==> config.mk <==
export PLATFORM = sky130hd
export DESIGN_NAME = wdt_guard
export DESIGN_NICKNAME = d
export VERILOG_FILES = /design/src/rtl/wdt_guard_pkg.sv /design/src/rtl/wdt_guard_regs.sv /design/src/rtl/wdt_guard_prescale.sv /design/src/rtl/wdt_guard_timer.sv /design/src/rtl/wdt_guard.sv
export SDC_FILE = /design/constraint.sdc
export NUM_CORES = 1
export LEC_CHECK = 0
export ABC_AREA = 1
export CAP_MARGIN = 0
export CORE_MARGIN = 1
export CORE_UTILIZATION = 38
export DETAILED_ROUTE_END_ITERATION = 10
export GPL_TIMING_DRIVEN = 0
export PLACE_DENSITY_LB_ADDON = 0.1
export SYNTH_ARGS = -nofsm -noshare
export SYNTH_HDL_FRONTEND = slang
export SYNTH_HIERARCHICAL = 1
export SYNTH_SLANG_ARGS = --single-unit
==> constraint.sdc <==
create_clock -name clk -period 6.53 [get_ports clk]
set_input_delay 0.9795 -clock clk [delete_from_list [all_inputs] [get_ports clk]]
set_output_delay 0.9795 -clock clk [all_outputs]
set_load 0.05 [all_outputs]
==> src/rtl/wdt_guard_pkg.sv <==
// Package: bit positions of the control word and types shared by the
// watchdog modules. Assumes a 32-bit control word.
package wdt_guard_pkg;
    localparam int WORD_W     = 32;
    localparam int B_RESTART  = 0;
    localparam int B_RST_EN   = 1;
    localparam int B_RST_FLAG = 2;
    localparam int B_IRQ_FLAG = 3;
    localparam int B_IVAL_LO  = 4;
    localparam int B_IRQ_EN   = 6;
    localparam int B_ENABLE   = 7;
    localparam int B_PRESC_LO = 10;

    typedef enum logic {
        PH_COUNT  = 1'b0,
        PH_WINDOW = 1'b1
    } wd_phase_t;

    typedef struct packed {
        logic [1:0] presc;
        logic       enable;
        logic       irq_en;
        logic [1:0] ival;
        logic       rst_en;
    } wd_cfg_t;
endpackage

==> src/rtl/wdt_guard_regs.sv <==
// Control word storage. A write loads the configuration fields. The two
// flags are sticky: an event sets them, writing 1 clears them, and a set
// event in the same cycle wins over a clear. The restart bit is never
// stored; it only produces a one-cycle strobe. Assumes at most one access
// per clock.
module wdt_guard_regs
    import wdt_guard_pkg::*;
(
    input  logic              clk,
    input  logic              rst_n,
    input  logic              bus_valid,
    input  logic              bus_write,
    input  logic [WORD_W-1:0] bus_wdata,
    input  logic              expire_i,
    input  logic              bite_i,
    output wd_cfg_t           cfg_o,
    output logic              restart_o,
    output logic              irq_flag_o,
    output logic              rst_flag_o,
    output logic [WORD_W-1:0] rdata_o
);
    logic wr;
    logic unused_wbits;

    assign wr           = bus_valid && bus_write;
    assign restart_o    = wr && bus_wdata[B_RESTART];
    assign unused_wbits = ^{bus_wdata[WORD_W-1:12], bus_wdata[9:8]};

    // Load the configuration fields on every write.
    always_ff @(posedge clk) begin
        if (!rst_n) begin
            cfg_o <= '0;
        end else if (wr) begin
            cfg_o.presc  <= bus_wdata[B_PRESC_LO +: 2];
            cfg_o.enable <= bus_wdata[B_ENABLE];
            cfg_o.irq_en <= bus_wdata[B_IRQ_EN];
            cfg_o.ival   <= bus_wdata[B_IVAL_LO +: 2];
            cfg_o.rst_en <= bus_wdata[B_RST_EN];
        end
    end

    // Sticky flags: a set event wins over a write-one-to-clear.
    always_ff @(posedge clk) begin
        if (!rst_n) begin
            irq_flag_o <= 1'b0;
            rst_flag_o <= 1'b0;
        end else begin
            if (expire_i)
                irq_flag_o <= 1'b1;
            else if (wr && bus_wdata[B_IRQ_FLAG])
                irq_flag_o <= 1'b0;
            if (bite_i)
                rst_flag_o <= 1'b1;
            else if (wr && bus_wdata[B_RST_FLAG])
                rst_flag_o <= 1'b0;
        end
    end

    // Assemble the read image; the restart bit always reads 0.
    always_comb begin
        rdata_o                      = '0;
        rdata_o[B_PRESC_LO +: 2]     = cfg_o.presc;
        rdata_o[B_ENABLE]            = cfg_o.enable;
        rdata_o[B_IRQ_EN]            = cfg_o.irq_en;
        rdata_o[B_IVAL_LO +: 2]      = cfg_o.ival;
        rdata_o[B_IRQ_FLAG]          = irq_flag_o;
        rdata_o[B_RST_FLAG]          = rst_flag_o;
        rdata_o[B_RST_EN]            = cfg_o.rst_en;
        rdata_o[B_RESTART]           = 1'b0;
    end
endmodule

==> src/rtl/wdt_guard_prescale.sv <==
// Tick divider. While running it emits one tick every BASE_DIV*8^code
// clocks. It restarts from zero on a restart strobe or while stopped.
// Assumes BASE_DIV >= 1.
module wdt_guard_prescale #(
    parameter int BASE_DIV = 4096
) (
    input  logic       clk,
    input  logic       rst_n,
    input  logic       run_i,
    input  logic       clr_i,
    input  logic [1:0] code_i,
    output logic       tick_o
);
    localparam int PW = $clog2(BASE_DIV * 512) + 1;

    logic [PW-1:0] pcnt;
    logic [PW-1:0] period;

    // Period grows eightfold per code step.
    assign period = PW'(BASE_DIV) << (3 * code_i);
    assign tick_o = run_i && (pcnt >= period - 1'b1);

    // Count clocks up to the period, then wrap.
    always_ff @(posedge clk) begin
        if (!rst_n)
            pcnt <= '0;
        else if (!run_i || clr_i || tick_o)
            pcnt <= '0;
        else
            pcnt <= pcnt + 1'b1;
    end
endmodule

==> src/rtl/wdt_guard_timer.sv <==
// Interval and grace-window sequencer. It counts ticks up to
// IVAL_BASE*4^code and then signals expiry. Next it counts WIN_TICKS ticks,
// and at the end it signals a bite if reset is enabled. A bite loads a
// pulse counter that drives the reset output for RST_PULSE clocks. A
// restart or a stop clears the sequencer but not a pulse already running.
module wdt_guard_timer
    import wdt_guard_pkg::*;
#(
    parameter int IVAL_BASE = 128,
    parameter int WIN_TICKS = 1024,
    parameter int RST_PULSE = 4
) (
    input  logic       clk,
    input  logic       rst_n,
    input  logic       run_i,
    input  logic       clr_i,
    input  logic       tick_i,
    input  logic [1:0] ival_i,
    input  logic       rst_en_i,
    output logic       expire_o,
    output logic       bite_o,
    output logic       sys_rst_o
);
    localparam int LIM_MAX = IVAL_BASE * 64;
    localparam int C_MAX   = (LIM_MAX > WIN_TICKS) ? LIM_MAX : WIN_TICKS;
    localparam int CW      = $clog2(C_MAX) + 1;
    localparam int QW      = $clog2(RST_PULSE + 1);

    wd_phase_t     phase;
    logic [CW-1:0] cnt;
    logic [CW-1:0] limit;
    logic [QW-1:0] pulse;
    logic          step;
    logic          win_end;

    // Interval limit grows fourfold per code step.
    assign limit    = CW'(IVAL_BASE) << (2 * ival_i);
    assign step     = run_i && !clr_i && tick_i;
    assign expire_o = step && (phase == PH_COUNT) && (cnt >= limit - 1'b1);
    assign win_end  = step && (phase == PH_WINDOW) && (cnt >= CW'(WIN_TICKS - 1));
    assign bite_o   = win_end && rst_en_i;
    assign sys_rst_o = (pulse != '0);

    // Step the tick count through the interval and grace window phases.
    always_ff @(posedge clk) begin
        if (!rst_n || !run_i || clr_i) begin
            phase <= PH_COUNT;
            cnt   <= '0;
        end else if (expire_o) begin
            phase <= PH_WINDOW;
            cnt   <= '0;
        end else if (win_end) begin
            phase <= PH_COUNT;
            cnt   <= '0;
        end else if (tick_i) begin
            cnt   <= cnt + 1'b1;
        end
    end

    // Hold the reset output high for a fixed number of clocks after a bite.
    always_ff @(posedge clk) begin
        if (!rst_n)
            pulse <= '0;
        else if (bite_o)
            pulse <= QW'(RST_PULSE);
        else if (pulse != '0)
            pulse <= pulse - 1'b1;
    end
endmodule

==> src/rtl/wdt_guard.sv <==
// Top of the watchdog. It connects the control word, the tick divider and
// the interval sequencer. The interrupt output is the flag gated by the
// interrupt enable. Assumes a single clock domain and a simple valid/write
// strobe.
module wdt_guard
    import wdt_guard_pkg::*;
#(
    parameter int BASE_DIV  = 4096,
    parameter int IVAL_BASE = 128,
    parameter int WIN_TICKS = 1024,
    parameter int RST_PULSE = 4
) (
    input  logic        clk,
    input  logic        rst_n,
    input  logic        bus_valid,
    input  logic        bus_write,
    input  logic [31:0] bus_wdata,
    output logic [31:0] bus_rdata,
    output logic        irq_o,
    output logic        sys_rst_o
);
    wd_cfg_t cfg;
    logic    restart;
    logic    tick;
    logic    expire;
    logic    bite;
    logic    irq_flag;
    logic    rst_flag;

    wdt_guard_regs u_regs (
        .clk        (clk),
        .rst_n      (rst_n),
        .bus_valid  (bus_valid),
        .bus_write  (bus_write),
        .bus_wdata  (bus_wdata),
        .expire_i   (expire),
        .bite_i     (bite),
        .cfg_o      (cfg),
        .restart_o  (restart),
        .irq_flag_o (irq_flag),
        .rst_flag_o (rst_flag),
        .rdata_o    (bus_rdata)
    );

    wdt_guard_prescale #(.BASE_DIV(BASE_DIV)) u_presc (
        .clk    (clk),
        .rst_n  (rst_n),
        .run_i  (cfg.enable),
        .clr_i  (restart),
        .code_i (cfg.presc),
        .tick_o (tick)
    );

    wdt_guard_timer #(
        .IVAL_BASE (IVAL_BASE),
        .WIN_TICKS (WIN_TICKS),
        .RST_PULSE (RST_PULSE)
    ) u_timer (
        .clk       (clk),
        .rst_n     (rst_n),
        .run_i     (cfg.enable),
        .clr_i     (restart),
        .tick_i    (tick),
        .ival_i    (cfg.ival),
        .rst_en_i  (cfg.rst_en),
        .expire_o  (expire),
        .bite_o    (bite),
        .sys_rst_o (sys_rst_o)
    );

    // Interrupt is the sticky flag gated by its enable.
    assign irq_o = irq_flag && cfg.irq_en;
endmodule

Word-level counts from Yosys, hierarchy flattened
Cells that the tools add are included.
Storage, ports and cells
  word-level logic and storage cells: 61
  output and inout port bits: 34
  input bits: 36
  flip-flop bits (word level): 49
Operators by class
  multiply operators: 1
  multiplexer cells: 8
  reduce and logical (&&, ||, !) cells: 28
  add/sub/neg operators: 5
  $lt $le $gt $ge: 3
  shifts and indexed selects: 2
  bitwise gates (word level): 2
Operators by type and width (count)
  22-bit by 1-bit adder with 22-bit output, second input constant: 1
  22-bit >= comparator: 1
  13-bit by 4-bit << shifter with 22-bit output, first input constant: 1
  22-bit by 1-bit subtractor with 22-bit output, second input constant: 1
  14-bit by 1-bit adder with 14-bit output, second input constant: 1
  14-bit by 10-bit >= comparator with 1-bit output, second input constant: 1
  14-bit >= comparator: 1
  8-bit by 3-bit << shifter with 14-bit output, first input constant: 1
  14-bit by 1-bit subtractor with 14-bit output, second input constant: 1
  1-bit logical AND: 13
  2-bit nonzero test: 4
  1-bit two-way mux: 6
  3-bit two-way mux: 2
  1-bit logical OR: 4
  2-bit by 2-bit multiplier with 4-bit output, first input constant: 1
  2-bit OR reduction: 2
  1-bit logical NOT: 3
  3-bit nonzero test: 1
  3-bit OR reduction: 1
  3-bit by 1-bit subtractor with 3-bit output, second input constant: 1
  1-bit NOT: 2

Logic depth before layout (Yosys ltp)
  depth in word-level cells: 10
  mapped depth: 15
  depth with buffers taken out: 15

Modules after synthesis
Netlist, hierarchy kept.
By module, submodules not included
  wdt_guard_prescale: cells an instance 219, sequential area each 440.4 µm², area each 1458.9 µm², instances 1
  wdt_guard_timer: cells an instance 150, sequential area each 360.3 µm², area each 1127.3 µm², instances 1
  wdt_guard_regs: cells an instance 76, sequential area each 180.2 µm², area each 578.1 µm², instances 1
  wdt_guard: cells an instance 2, sequential area each 0.0 µm², area each 7.5 µm², instances 1

Worst setup path after synthesis
Ideal clock, no wire load.
  kind: register to register
  from: register u_regs/cfg_o[6] (netlist bit)
  to: register u_timer.cnt[11]
  required time: 6414 ps
  setup time: 116 ps
  path slack: 4054 ps
  arrival time: 2360 ps
  stages on the path, launching flop included: 16
  clock period less this slack: 2476 ps
  path through: dfxtp_1 -> nand2_1 -> ha_1 -> nand2_1 -> nor2_1 -> nand2_1 -> nor2_1 -> nand2_2 -> a21oi_1 -> nand2_2 -> nor2_4 -> nand3_2 -> nor2_4 -> nand3_1 -> xor2_1 -> nor2_1
Between the ends
  word-level cells in the longest chain between the ends: 9
Ends and longest elaborated chain
  start, declared: RTL line wdt_guard_regs.sv:16  | output wd_cfg_t cfg_o,
  2-bit by 2-bit multiplier with 4-bit output (*): RTL line wdt_guard_prescale.sv:20  | assign period = PW'(BASE_DIV) << (3 * code_i);
  13-bit by 4-bit << shifter with 22-bit output (*): RTL line wdt_guard_prescale.sv:20
  22-bit by 1-bit subtractor with 22-bit output (*): RTL line wdt_guard_prescale.sv:21  | assign tick_o = run_i && (pcnt >= period - 1'b1);
  22-bit >= comparator (*): RTL line wdt_guard_prescale.sv:21
  1-bit logical AND (*): RTL line wdt_guard_prescale.sv:21
  net tick: RTL line wdt_guard.sv:24  | logic tick;
  1-bit logical AND: RTL line wdt_guard_timer.sv:38  | assign step = run_i && !clr_i && tick_i;
  1-bit logical AND (on tied branches) (2 in series): RTL line wdt_guard_timer.sv:39, wdt_guard_timer.sv:40
  3-bit OR reduction (no line)
  end signal, assigned: RTL line wdt_guard_timer.sv:56  | cnt <= cnt + 1'b1;
  end, declared: RTL line wdt_guard_timer.sv:30  | logic [CW-1:0] cnt;
Mark *: on every way through the listed nets, which the timed path passes. The rest lies on a longest branch.
A chain may end at the register's enable or synchronous reset.

Worst setup path after layout
  from: register u_timer.pulse[0]
  to: output port sys_rst_o
Between the ends
  word-level cells in the longest chain between the ends: 1
Ends and longest elaborated chain
  start, declared: RTL line wdt_guard_timer.sv:32  | logic [QW-1:0] pulse;
  start signal, assigned: RTL line wdt_guard_timer.sv:65  | pulse <= QW'(RST_PULSE);
  start signal, assigned: RTL line wdt_guard_timer.sv:67  | pulse <= pulse - 1'b1;
  3-bit nonzero test: RTL line wdt_guard_timer.sv:42  | assign sys_rst_o = (pulse != '0);
  end, declared: RTL line wdt_guard.sv:20  | output logic sys_rst_o
No other way between the ends.

==> out/results.md <==
| Result | Reported |
| --- | --- |
| Wire length of the first global-routing pass | 9.87 mm |
| Switching component of the power | 214 µW |
| Number of buffers inserted for hold repair after clock tree synthesis | 0 |
| Finished layout cell area | 3740 µm² |
| Post-route worst setup slack | 3.54 ns |
| Post-Synthesis Cell Area | 3170 µm² |
| Avg WL per Cell | 9.76 µm |
| Endpoints failing hold | 0 |
| Sequential fraction of the synthesis area | 0.309 |
| Reg power frac | 0.448 |
| Total via count after detailed routing | 2620 |
| Final setup vio count | 0 |
| Final-report max-slew violation count | 0 |
| Router iterations before antenna repair | 4 |
| Post-detailed-route count of antenna-violating nets | 0 |
| Internal power of the cells | 497 µW |
| Clock share of power | 0.316 |
| Count of inserted antenna diode cells | 0 |
| Die boundary width | 93.4 µm |
| First DRT Iteration DRCs | 73 |
| Critical Path Start Type | flip-flop |
| Post-Syn Area per Cell | 7.10 µm² |
| Average via count per standard cell | 4.34 |
| Number of H-tree branching levels | 2 |
| Kind of end point of the critical path | output port |
| Count of non-filler cells in the finished layout | 603 |
| Net Sw Frac | 0.301 |
| Comb power frac | 0.235 |
| PwrDens | 190 nW/µm² |
| Maximum number of pins on one net before global-route repair | 15 |
| Wirelength, routed | 5.89 mm |
| Clock buffers created by TritonCTS | 5 |
| Data arrival time of the worst path | 2.01 ns |
| Clock latency of the later-clocked register in the worst-skew pair | 0.30 ns |
| Distinct cell type count of the synthesized netlist | 29 |
| Filler cells | 779 |
| Growth of design area from synthesis to finish | 17.9% |
| Pre-CTS WS | 3.61 ns |
| Number of global-route vias before repair | 2246 |
| Critical-path cell list | inv_1, ha_1, ha_1, inv_1, clkdlybuf4s50_1 |
| Starting density of the core | 0.402 |
| Number of primary I/O pins | 70 |
| Synthesis Warnings | 6 |
| Sum of negative setup slack | 0 ns |
| Ratio of final minimum period to clock period | 0.458 |
| Max-cap violations | 0 |
| Worst-Margin Slew | 0.566 ns |
| Antenna violations before repair | 0 |
| Flip-flop and latch count after synthesis | 49 |
| Worst-case clock skew | 0.00542 ns |
| Final weighted congestion in routability-driven placement | 0.818 |
| Rows | 32 |
| Count of buffers from port buffering | 24 |
| Largest driver fanout on the critical path | 6 |
| Number of buffers inserted to repair setup after CTS | 0 |
| Critical path class | flip-flop to output port |
| Peak supply drop | 71.4 µV |
| Tmin final | 2.99 ns |
| Placed standard-cell area | 3620 µm² |
| Placeable core area | 7890 µm² |
| CTS Buffer Depth | 2 |
| Total track usage | 0.142 |
| Worst rel slew slack | 0.623 |
| TritonCTS clock tree | yes |
| Cells after DPL | 595 |
| Worst path slowest cell | clkdlybuf4s50_1 |
| Number of resized instances in the post-cts repair step | 0 |
| Post-synthesis instance total | 447 |
| Layout cells sized above 1 | 0.134 |
| Area of the die | 8720 µm² |
| Unrepaired setup endpoints after global routing | no |
| Remaining routing DRC violations | 0 |
| CTS sink count | 49 |
| Cell at the root of the clock tree | clkbuf_8 |
| Register clock-pin slew on the reported worst setup and hold paths | 0.09 ns |
| Final net count | 558 |
| Vertical die dimension | 93.4 µm |
| Worst EP required | 5.55 ns |
| Largest stage delay on the critical path | 0.79 ns |
| Status | finished clean |
| Remaining Overflow, GRT | 0 |
| Reported leakage power | 1.59 nW |
| Dpl hpwl | 4.66 mm |
| Path class of the lowest-slack min-delay path | flip-flop to flip-flop |
| Maximum clock frequency | 334 MHz |
[through the flow]
| stage | total power, mW | utilization | hold slack, ns |
|---|---|---|---|
| final | 0.711 | 0.474 | 0.468 |
| after global routing | 0.750 | 0.474 | 0.491 |
| after CTS | 0.725 | 0.474 | 0.474 |
| after detailed placement | 0.494 | 0.459 | 0.457 |
| after global placement | 0.492 | 0.459 | 0.446 |
| after floorplan | 0.457 | - | 0.429 |
[flip-flops by register name, indices dropped and copies added, names as in the netlist]
name               flops
u_timer/phase          1
u_regs/irq_flag_o      1
u_timer/pulse          3
u_regs/cfg_o           7
u_presc/pcnt          22
u_regs/rst_flag_o      1
u_timer/cnt           14
[cell families after synthesis]
| group | share of synthesized area |
|---|---|
| fa+ha+maj | 0.0868 |
| buf+inv | 0.154 |
| mux | 0.00316 |
| simple gates | 0.329 |
| other cells | 0.00355 |
| xor+xnor | 0.0773 |
| compound gates | 0.0363 |
| flops | 0.309 |
[placed cells by master (no fill, tap or decap), types with 2 or more instances in the layout]
cell / netlist / layout
nand2_2: 6 / 6
a21oi_1: 12 / 12
nand3_1: 18 / 18
o21ai_0: 11 / 11
nor2_2: 6 / 6
xnor2_1: 11 / 11
buf_4: 32 / 32
nand3b_1: 5 / 5
nor2_1: 86 / 86
clkdlybuf4s50_1: 0 / 24
clkbuf_8: 0 / 6
xor2_1: 17 / 17
nand3_2: 2 / 2
conb_1: 3 / 25
ha_1: 22 / 22
nor3_1: 3 / 3
inv_1: 54 / 54
nand2_1: 89 / 89
nand4_1: 4 / 4
dfxtp_1: 49 / 49
buf_6: 3 / 3
nor2_4: 5 / 5
[cell type report]
class | count | area [µm²] | area share
Buffer | 35 | 274 | 0.0733
Clock buffer | 7 | 86.3 | 0.0231
Clock inverter | 1 | 30.0 | 0.00803
Inverter | 56 | 215 | 0.0576
Multi-Input combinational cell | 329 | 1780 | 0.477
Sequential cell | 49 | 981 | 0.262
Tap cell | 102 | 128 | 0.0341
Timing Repair Buffer | 24 | 240 | 0.0643
[worst max-delay path, delay by kind of cell, from the launching register on]
kind	cells	cell delay, ns
buffers and inverters	3	0.91
DFF	1	0.36
adders and majority gates	2	0.45
[metal layers]
metal  wire length, µm  global-route usage  vias to the layer above
li1                  -                   -                     1422
met4                70              0.0423                        0
met1              3020               0.197                     1131
met5                 0                   0                        -
met2              2440               0.221                       61
met3               349              0.0301                        6
[synthesized netlist by cell type, drive strengths merged]
| cell type | number | share of area |
|---|---|---|
| a21oi | 12 | 0.019 |
| buf | 35 | 0.086 |
| clkinv | 1 | 0.0028 |
| conb | 3 | 0.0036 |
| dfxtp | 49 | 0.31 |
| ha | 22 | 0.087 |
| inv | 55 | 0.065 |
| mux2i | 1 | 0.0032 |
| nand2 | 96 | 0.12 |
| nand3 | 21 | 0.040 |
| nand3b | 5 | 0.012 |
| nand4 | 4 | 0.0079 |
| nor2 | 97 | 0.13 |
| nor3 | 5 | 0.013 |
| nor3b | 1 | 0.0024 |
| nor4 | 1 | 0.0020 |
| o21ai | 11 | 0.017 |
| xnor2 | 11 | 0.030 |
| xor2 | 17 | 0.047 |
[worst paths after layout]
kind / startpoint / end / slack (ns) / depth (start not counted)
setup / recovery: u_timer/pulse[0] / sys_rst_o / 3.54 / 5
hold / removal: u_regs/rst_flag_o / u_regs/rst_flag_o / 0.47 / 2
setup reg to reg: u_regs/cfg_o[6] / u_timer/cnt[10] / 3.65 / 14
hold reg to reg: u_regs/rst_flag_o / u_regs/rst_flag_o / 0.47 / 2
[power by group through the flow]
stage	Clock (mW)	Combinational [mW]	Sequential [mW]
floorplan	0	0.134	0.324
global placement	0	0.167	0.325
detailed placement	0	0.168	0.326
CTS	0.236	0.169	0.319
global route	0.245	0.184	0.321
finish	0.225	0.167	0.319
(Power assumes the default switching activity.)
